**src/rtl/tx_am_sched.sv**
```systemverilog
module tx_am_sched #(
  parameter int LAT        = 3,
  parameter bit FEC_EN     = 1'b1,
  parameter bit SIM_MODE   = 1'b1,
  parameter int BURST      = 4,
  parameter int SIM_PERIOD = 5119,
  parameter int HW_PERIOD  = 81916
) (
  input  logic clk,
  input  logic rst_n,
  input  logic pcs_ready_i,
  output logic tx_valid_o,
  output logic am_insert_o,
  output logic hold_o
);

  localparam int PERIOD = SIM_MODE ? SIM_PERIOD : HW_PERIOD;
  localparam int CW     = $clog2(PERIOD + 1);
  localparam int BW     = $clog2(BURST + 1);

  // latency range enforced at elaboration
  if (LAT < 1 || LAT > 10) begin : g_bad_lat
    $error("tx_am_sched: LAT must lie in 1..10");
  end

  logic [LAT-1:0] dly_q;
  logic           am_q;
  logic           hold_q;
  logic           hold_raw;

  always_ff @(posedge clk or negedge rst_n)
    if (!rst_n) dly_q <= '0;
    else        dly_q <= (dly_q << 1) | LAT'(pcs_ready_i);

  assign tx_valid_o  = dly_q[LAT-1];
  assign am_insert_o = am_q;

  if (FEC_EN) begin : g_fec
    logic [CW-1:0] pcnt_q;
    logic [BW-1:0] bcnt_q;

    always_ff @(posedge clk or negedge rst_n)
      if (!rst_n) begin
        pcnt_q <= '0;
        bcnt_q <= '0;
        am_q   <= 1'b0;
      end else if (tx_valid_o) begin
        if (am_q) begin
          if (bcnt_q == BW'(BURST - 1)) begin
            am_q   <= 1'b0;
            bcnt_q <= '0;
            pcnt_q <= '0;
          end else begin
            bcnt_q <= bcnt_q + 1'b1;
          end
        end else if (pcnt_q == CW'(PERIOD - 1)) begin
          am_q   <= 1'b1;
          bcnt_q <= '0;
        end else begin
          pcnt_q <= pcnt_q + 1'b1;
        end
      end
  end else begin : g_nofec
    assign am_q = 1'b0;
  end

  assign hold_raw = ~tx_valid_o | am_q;

  always_ff @(posedge clk or negedge rst_n)
    if (!rst_n) hold_q <= 1'b1;
    else        hold_q <= hold_raw;

  assign hold_o = hold_raw | hold_q;

  // checker state
  logic [3:0]    since_rst_q;
  logic [BW:0]   run_q;
  logic [CW-1:0] gap_q;

  always_ff @(posedge clk or negedge rst_n)
    if (!rst_n) begin
      since_rst_q <= '0;
      run_q       <= '0;
      gap_q       <= '0;
    end else begin
      if (since_rst_q != 4'hF) since_rst_q <= since_rst_q + 1'b1;
      if (!am_insert_o)    run_q <= '0;
      else if (tx_valid_o) run_q <= run_q + 1'b1;
      if (am_insert_o)     gap_q <= '0;
      else if (tx_valid_o) gap_q <= gap_q + 1'b1;
    end

  assert_valid_latency_R1: assert property (@(posedge clk) disable iff (!rst_n)
    (since_rst_q >= 4'(LAT)) |-> (tx_valid_o == $past(pcs_ready_i, LAT)));

  assert_burst_bound_R3: assert property (@(posedge clk) disable iff (!rst_n)
    run_q <= (BW+1)'(BURST));

  assert_burst_len_R3: assert property (@(posedge clk) disable iff (!rst_n)
    $fell(am_insert_o) |-> (run_q == (BW+1)'(BURST)));

  assert_period_R5: assert property (@(posedge clk) disable iff (!rst_n)
    $rose(am_insert_o) |-> (gap_q == CW'(PERIOD)));

  assert_freeze_R7: assert property (@(posedge clk) disable iff (!rst_n)
    !tx_valid_o |=> $stable(am_insert_o));

  assert_hold_R8: assert property (@(posedge clk) disable iff (!rst_n)
    (!tx_valid_o || am_insert_o) |=> hold_o);

  always_comb
    if (!FEC_EN) assert_nofec_R4: assert (!am_insert_o);

endmodule

```
**config.mk**
```make
export PLATFORM = sky130hd
export DESIGN_NAME = tx_am_sched
export DESIGN_NICKNAME = d
export VERILOG_FILES = /design/src/rtl/tx_am_sched.sv
export SDC_FILE = /design/constraint.sdc
export NUM_CORES = 1
export LEC_CHECK = 0
export ABC_AREA = 1
export BUFFER_PORTS_ARGS = -buffer_cell sky130_fd_sc_hd__clkbuf_2
export CORE_MARGIN = 1.5
export CORE_UTILIZATION = 35
export DETAILED_ROUTE_END_ITERATION = 12
export PLACE_DENSITY = 0.5
export RECOVER_POWER = 25
export SYNTH_ARGS = -nofsm -noshare
export SYNTH_HDL_FRONTEND = slang
export SYNTH_SLANG_ARGS = --single-unit
export TNS_END_PERCENT = 10
```
**constraint.sdc**
```tcl
create_clock -name clk -period 3.7 [get_ports clk]
set_input_delay 0.185 -clock clk [delete_from_list [all_inputs] [get_ports clk]]
set_output_delay 0.185 -clock clk [all_outputs]
set_load 0.02 [all_outputs]
```
==> impl_metrics.py, run 1 <==
metrics = {
    "floorplanning": {
        "rows": 20,
        "initial_core_util_pct": 37.1,
        "die_area_mm2": 0.00359,
        "core_mm2": 0.00305,
        "die_x_um": 59.9,
        "top_level_ports": 6,
        "die_y_um": 59.9,
    },
    "global_routing": {
        "grt_max_degree": 22,
        "grt_pass1_vias": 840,
        "antenna_found_initial": 0,
        "track_usage_pct": 14.5,
        "gr-total-overflow": 0,
        "grt_pass1_wl_um": 3820,
    },
    "clock_tree": {
        "root_buffer": "clkbuf_4",
        "cts_buffers": 3,
        "cts_tree": "done",
        "clk_pin_slew_ns": 0.11,
        "clockBufferDepth": 2,
        "cts.sinks": 21,
        "cts_max_level": 1,
        "cts_setup_buffers": 0,
        "insertion_delay_ns": 0.30,
    },
    "critical_path": {
        "crit_path_start_kind": "register",
        "path_max_fanout": 5,
        "critPathKind": "reg2out",
        "critPathArrivalTime_ns": 1.45,
        "end_kind": "primary output",
        "cp.required_ns": 3.51,
    },
    "logic_synthesis": {
        "synth-xor-area-share_pct": 4.64,
        "synth_compound_area_share_pct": 6.73,
        "synthAdderAreaFrac_pct": 3.31,
        "synth_seq_area_share_pct": 46.5,
        "ys_types": 23,
        "synthesis.area_mm2": 0.00113,
        "ys_ff_latch": 21,
        "avgSynthCellArea_um2": 8.04,
        "synth-simple-area-share_pct": 33.6,
        "muxShareOfSynthArea_pct": 0,
        "synth_top_family_by_area": "simple AND/OR/NAND/NOR gates",
        "netlist_instances": 141,
        "syn_nets": 147,
        "synth.area.top_cells": "dfrtp_1, nand2_1, nand3_1",
        "synth.top_cell.area_share_pct": 44.2,
        "yosys.area.top_type": "dfrtp_1",
        "yosysWarnings": 0,
    },
    "final_layout": {
        "layout.nets": 158,
        "synthToLayoutAreaGrowth_pct": 10.0,
        "drive_gt1_share_pct": 12.6,
        "diodes": 0,
    },
    "sta": {
        "tightest_slew_ns": 1.17,
        "rsz0062_at_grt": "false",
        "finalSetupTns_ns": 0,
        "slew_headroom_pct": 22.3,
        "fin_crit_sh_pct": 44.2,
        "min_period_ns": 1.63,
        "finalSetupViolCount": 0,
        "hold_viol_final": 0,
        "fin_worst_skew_ns": 0.00199,
        "slew_violations": 0,
        "max_freq_mhz": 612,
    },
    "detailed_routing": {
        "drtPass1Iterations": 5,
        "vias": 919,
        "post-route-drc-count": 0,
        "wl_met3_um": 71,
        "dr.max_layer_used": "met4",
        "antenna_left": 0,
        "routed_via_density": 4.71,
        "routed_wirelength_um": 2190,
        "wl_per_cell_um": 11.2,
        "met1Wirelength_um": 1110,
        "drt_iter0_drc": 32,
        "wl_met2_um": 992,
    },
    "job": {
        "max-cap-violations": 0,
    },
    "placement": {
        "place_congestion": 0.822,
        "numPortBuffers": 5,
        "dp_hpwl_um": 1650,
    },
    "power_and_ir_drop": {
        "leakage_nw": 0.549,
        "switchingPower_w": 0.000231,
        "p_int_w": 0.000374,
        "p_total_w": 0.000605,
        "pwr-share-seq_pct": 51.5,
        "power_frac_clock_pct": 18.1,
        "combPwrFrac_pct": 30.5,
        "swShare_pct": 38.2,
        "cellPowerDensity_mw_per_mm2": 485,
        "vdd_drop_max_mv": 0.244,
    },
    "worst_hold_path": {
        "min_path_type": "reg2reg",
    },
    "outcome": {
        "status": "complete, no violations",
    },
}
[cells in the mapped netlist]
cell type	instances
o21ai_2	1
ha_1	3
nor2_1	13
nor2_2	3
inv_2	2
dfrtp_1	20
a21oi_1	2
nand3_1	15
dfstp_2	1
buf_6	1
nand2_1	42
nand4_2	1
nand2_4	1
xnor2_1	3
or2_2	2
inv_1	11
o21ai_1	5
nand4_1	4
nand3b_1	1
nor2_4	1
xor2_1	3
o21ai_0	5
a21boi_0	1
[state kept, by name, summed over array words and instances (netlist names)]
name / flops
am_insert_o: 1
dly_q: 3
g_fec.bcnt_q: 3
g_fec.pcnt_q: 13
hold_q: 1
[repair_timing]
action,4_1_cts,5_1_grt
endpoints found under the hold margin,21,0
hold buffers,2,0
resized for setup,0,0
[area by class of cell]
type                            instances  area, µm²
Clock buffer                            4       26.3
Sequential cell                        21        527
Tap cell                               44       55.1
Timing Repair Buffer                    7       43.8
Inverter                               13       48.8
Fill cell                             320       1810
Multi-Input combinational cell        106        547
[kinds of logic after synthesis]
family	after synthesis
xor gates and xnor gates	6
DFF	21
adders and majority gates	3
buffers and inverters	14
and+or+nand+nor	83
AOI/OAI and AO/OA	14
[power groups by stage]
stage / registers (W) / logic, W / clock network [W]
2_1_floorplan: 0.000313 / 0.000138 / 0
3_3_place_gp: 0.000313 / 0.000185 / 0
3_5_place_dp: 0.000315 / 0.000186 / 0
4_1_cts: 0.000311 / 0.000188 / 0.000118
5_1_grt: 0.000318 / 0.000215 / 0.000127
6_report: 0.000311 / 0.000184 / 0.000109
[metrics by stage]
step	instances	util (%)	cell area, µm²	worst slack, ns	hold WS [ns]
6_report	195	40.9	1250	2.07	0.362
5_1_grt	195	40.9	1250	1.94	0.369
4_1_cts	195	40.9	1250	2.04	0.366
3_5_place_dp	189	39.4	1200	2.12	0.199
3_3_place_gp	189	39.4	1200	2.16	0.192
2_1_floorplan	141	-	1130	2.33	-0.111
[cell usage in the layout, fill, tap and decap left out, types with 3 or more instances in the layout]
| cell | netlist | routed |
|---|---|---|
| o21ai_1 | 5 | 5 |
| xor2_1 | 3 | 3 |
| ha_1 | 3 | 3 |
| nor2_1 | 13 | 13 |
| inv_1 | 11 | 11 |
| nand3_1 | 15 | 15 |
| xnor2_1 | 3 | 3 |
| nand2_1 | 42 | 42 |
| clkbuf_4 | 0 | 3 |
| o21ai_0 | 5 | 5 |
| nor2_2 | 3 | 3 |
| nand4_1 | 4 | 4 |
| dfrtp_1 | 20 | 20 |
| clkbuf_2 | 0 | 4 |
[path summary, 6_finish.rpt]
check / startpoint / endpoint / slack (ns) / cells after the start
worst max-delay path: dly_q[2] / hold_o / 2.07 / 5
worst min register to register: dly_q[1] / dly_q[2] / 0.36 / 0
worst max register to register: g_fec.pcnt_q[0] / g_fec.pcnt_q[0] / 2.12 / 8
max in group asynchronous: rst_n / g_fec.bcnt_q[1] / 2.39 / 2
worst min-delay path: dly_q[1] / dly_q[2] / 0.36 / 0
min in group asynchronous: rst_n / g_fec.pcnt_q[7] / 0.62 / 2
[critical path, stage by stage (launching register included)]
cell and delay [ns]:
dfrtp_1 0.43, inv_1 0.10, nor2_1 0.14, inv_1 0.07
or2_2 0.27, clkbuf_2 0.15
[per-layer routing]
metal  vias up  track usage (%)
li1        475                -
met1       423             19.7
met2        19             22.2
met3         2             2.60
met4         0             6.67
met5         -                0
(Power assumes the default switching activity.)
==> run 2: changes to the inputs <==
Settings changed: ABC_AREA 1 to 0, PLACE_DENSITY 0.5 to 0.51.
Clock period 3.7 ns to 1.5 ns, I/O delays scaled along.
==> impl_metrics.py, run 2 <==
metrics = {
    "global_routing": {
        "grt_pass1_vias": 991,
        "antenna_found_initial": 0,
        "grt_pass1_wl_um": 4660,
        "gr-total-overflow": 0,
        "track_usage_pct": 17.6,
        "grt_max_degree": 22,
    },
    "final_layout": {
        "fillers": 305,
        "largest_reg_flops": 13,
        "layout_common_cells": "buf_4, dfrtp_1, nand2_1, nor2_1, a31oi_1",
        "diodes": 0,
        "drive_gt1_share_pct": 40.9,
        "layout_commonest_cell": "buf_4",
        "layout.nets": 161,
        "synthToLayoutAreaGrowth_pct": 43.7,
        "reg_top3": "g_fec.pcnt_q: 13 flops, dly_q: 3 flops, g_fec.bcnt_q: 3 flops",
        "regMostFlops": "g_fec.pcnt_q",
    },
    "logic_synthesis": {
        "yosysWarnings": 0,
        "muxShareOfSynthArea_pct": 0,
        "ys_types": 38,
        "synth.top_cell.area_share_pct": 44.6,
        "yosys.area.top_type": "dfrtp_1",
        "synth_commonest_cells": "dfrtp_1, nand2_1, nor2_1, o21ai_0, a31oi_1",
        "synth_compound_area_share_pct": 21.1,
        "synth-simple-area-share_pct": 26.3,
        "synth_seq_area_share_pct": 46.9,
        "synth_edf_count": 0,
        "synthAdderAreaFrac_pct": 3.34,
        "avgSynthCellArea_um2": 10.3,
        "synth_most_common_cell": "dfrtp_1",
        "synthesis.area_mm2": 0.00112,
        "ys_ff_latch": 21,
        "syn_nets": 115,
        "netlist_instances": 109,
        "synth-xor-area-share_pct": 0,
        "synth_top_family_by_area": "simple AND/OR/NAND/NOR gates",
        "async_flop_share_pct": 100,
        "synth.area.top_cells": "dfrtp_1, o21ai_0, ha_1",
        "yosys_most_used_dff": "dfrtp_1",
    },
    "detailed_routing": {
        "post-route-drc-count": 0,
        "antenna_left": 0,
        "wl_met2_um": 1340,
        "met1Wirelength_um": 1400,
        "wl_per_cell_um": 14.6,
        "dr.max_layer_used": "met4",
        "drt_iter0_drc": 37,
        "routed_wirelength_um": 2880,
        "routed_via_density": 5.22,
        "wl_met3_um": 92,
        "drtPass1Iterations": 4,
        "vias": 1033,
    },
    "power_and_ir_drop": {
        "p_int_w": 0.00124,
        "pwr-share-seq_pct": 38.7,
        "power_frac_clock_pct": 14.4,
        "vdd_drop_max_mv": 0.828,
        "swShare_pct": 38.1,
        "leakage_nw": 0.734,
        "combPwrFrac_pct": 47.0,
        "cellPowerDensity_mw_per_mm2": 1240,
        "switchingPower_w": 0.000763,
    },
    "clock_tree": {
        "cts.sinks": 21,
        "insertion_delay_ns": 0.31,
        "cts_setup_buffers": 0,
        "cts_max_level": 1,
        "cts_tree": "done",
        "clk_pin_slew_ns": 0.13,
        "root_buffer": "clkbuf_4",
        "cts_buffers": 3,
        "clockBufferDepth": 2,
    },
    "critical_path": {
        "end_kind": "register",
        "crit_path_start_kind": "register",
        "critPathArrivalTime_ns": 1.89,
        "critPathKind": "reg2reg",
        "path_max_fanout": 5,
        "cp.required_ns": 1.72,
    },
    "sta": {
        "hold_viol_final": 0,
        "fin_worst_skew_ns": 0.00407,
        "finalSetupViolCount": 11,
        "fin_ws_ns": -0.168,
        "finalSetupTns_ns": -0.941,
        "tightest_slew_ns": 0.560,
        "slew_headroom_pct": 62.7,
        "fin_crit_sh_pct": 111,
        "max_freq_mhz": 600,
        "min_period_ns": 1.67,
        "rsz0062_at_grt": "true",
        "slew_violations": 0,
    },
    "placement": {
        "dp_hpwl_um": 2050,
        "place_congestion": 0.851,
        "numPortBuffers": 5,
        "dp_worst_setup_slack_ns": -0.215,
    },
    "floorplanning": {
        "die_y_um": 59.6,
        "core_mm2": 0.00305,
        "top_level_ports": 6,
        "die_x_um": 59.6,
        "initial_core_util_pct": 36.8,
        "die_area_mm2": 0.00356,
        "rows": 20,
    },
    "outcome": {
        "status": "complete, but fails checks",
        "violations": "negative setup slack",
    },
    "worst_hold_path": {
        "min_path_type": "in2async",
    },
    "job": {
        "max-cap-violations": 0,
    },
}
==> run 2: layout make-up <==
cell class                 instances  area [µm²]  area share [%]
multi-input combinational         82         663            41.1
sequential                        21         527            32.7
timing repair buffer              43         325            20.2
clock inverter                     1        5.00           0.310
tap                               44        55.1            3.41
inverter                           4        15.0           0.931
clock buffer                       3        22.5            1.40
==> run 2: per-layer routing <==
layer  GRT usage, %  up-vias
li1               -      509
met1           24.7      499
met2           27.3       20
met3           2.62        5
met4           6.67        0
met5              0        -
==> run 2: through the flow <==
stage          hold WS (ns)  util [%]  instance area (µm²)  total power (W)  cells
6_report              0.262      52.8                 1610          0.00200    198
5_1_grt               0.322      52.8                 1610          0.00215    198
4_1_cts               0.286      50.6                 1550          0.00193    198
3_5_place_dp         0.0978      47.9                 1460          0.00160    192
3_3_place_gp         0.0882      47.9                 1460          0.00159    192
2_1_floorplan        -0.221         -                 1120          0.00119    109
==> run 2: worst paths after layout <==
check	endpoint	startpoint	slack, ns	depth (start not counted)
setup reg to reg	g_fec.pcnt_q[4]	g_fec.pcnt_q[0]	-0.17	6
min in group clk	dly_q[1]	dly_q[0]	0.37	0
setup / recovery	g_fec.pcnt_q[4]	g_fec.pcnt_q[0]	-0.17	6
max in group asynchronous	hold_q	rst_n	0.86	2
hold / removal	g_fec.pcnt_q[5]	rst_n	0.26	2
hold reg to reg	dly_q[1]	dly_q[0]	0.37	0
==> run 2: repair_timing <==
| action | 4_1_cts | 5_1_grt |
|---|---|---|
| pin swaps | 1 | 5 |
| endpoints found under the hold margin | 21 | 0 |
| resized for setup | 9 | 17 |
| cloned | 0 | 0 |
| hold buffers | 2 | 0 |
| setup endpoints to repair | 18 | 18 |
==> run 2: power groups by stage <==
| stage | logic [W] | clock network (W) | registers [W] |
|---|---|---|---|
| floorplan | 0.000368 | 0 | 0.000818 |
| global placement | 0.000815 | 0 | 0.000775 |
| detailed placement | 0.000822 | 0 | 0.000779 |
| CTS | 0.000866 | 0.000301 | 0.000768 |
| global route | 0.00104 | 0.000319 | 0.000789 |
| finish | 0.000941 | 0.000288 | 0.000775 |
==> run 2: worst max-delay path: stages (launching register included) <==
cell and delay [ns]:
dfrtp_1 0.41, inv_2 0.07, ha_4 0.13, nand4bb_4 0.16, o41a_1 0.40, and3_1 0.17
a211o_1 0.21
==> run 2: cell families (layout without fill, tap and decap cells) <==
family	count (synthesis)	after routing
flip-flops	21	21
AO/OA/AOI/OAI	31	31
adder cells (fa/ha/maj)	3	3
buffers and inverters	6	51
AND/OR/NAND/NOR	48	48
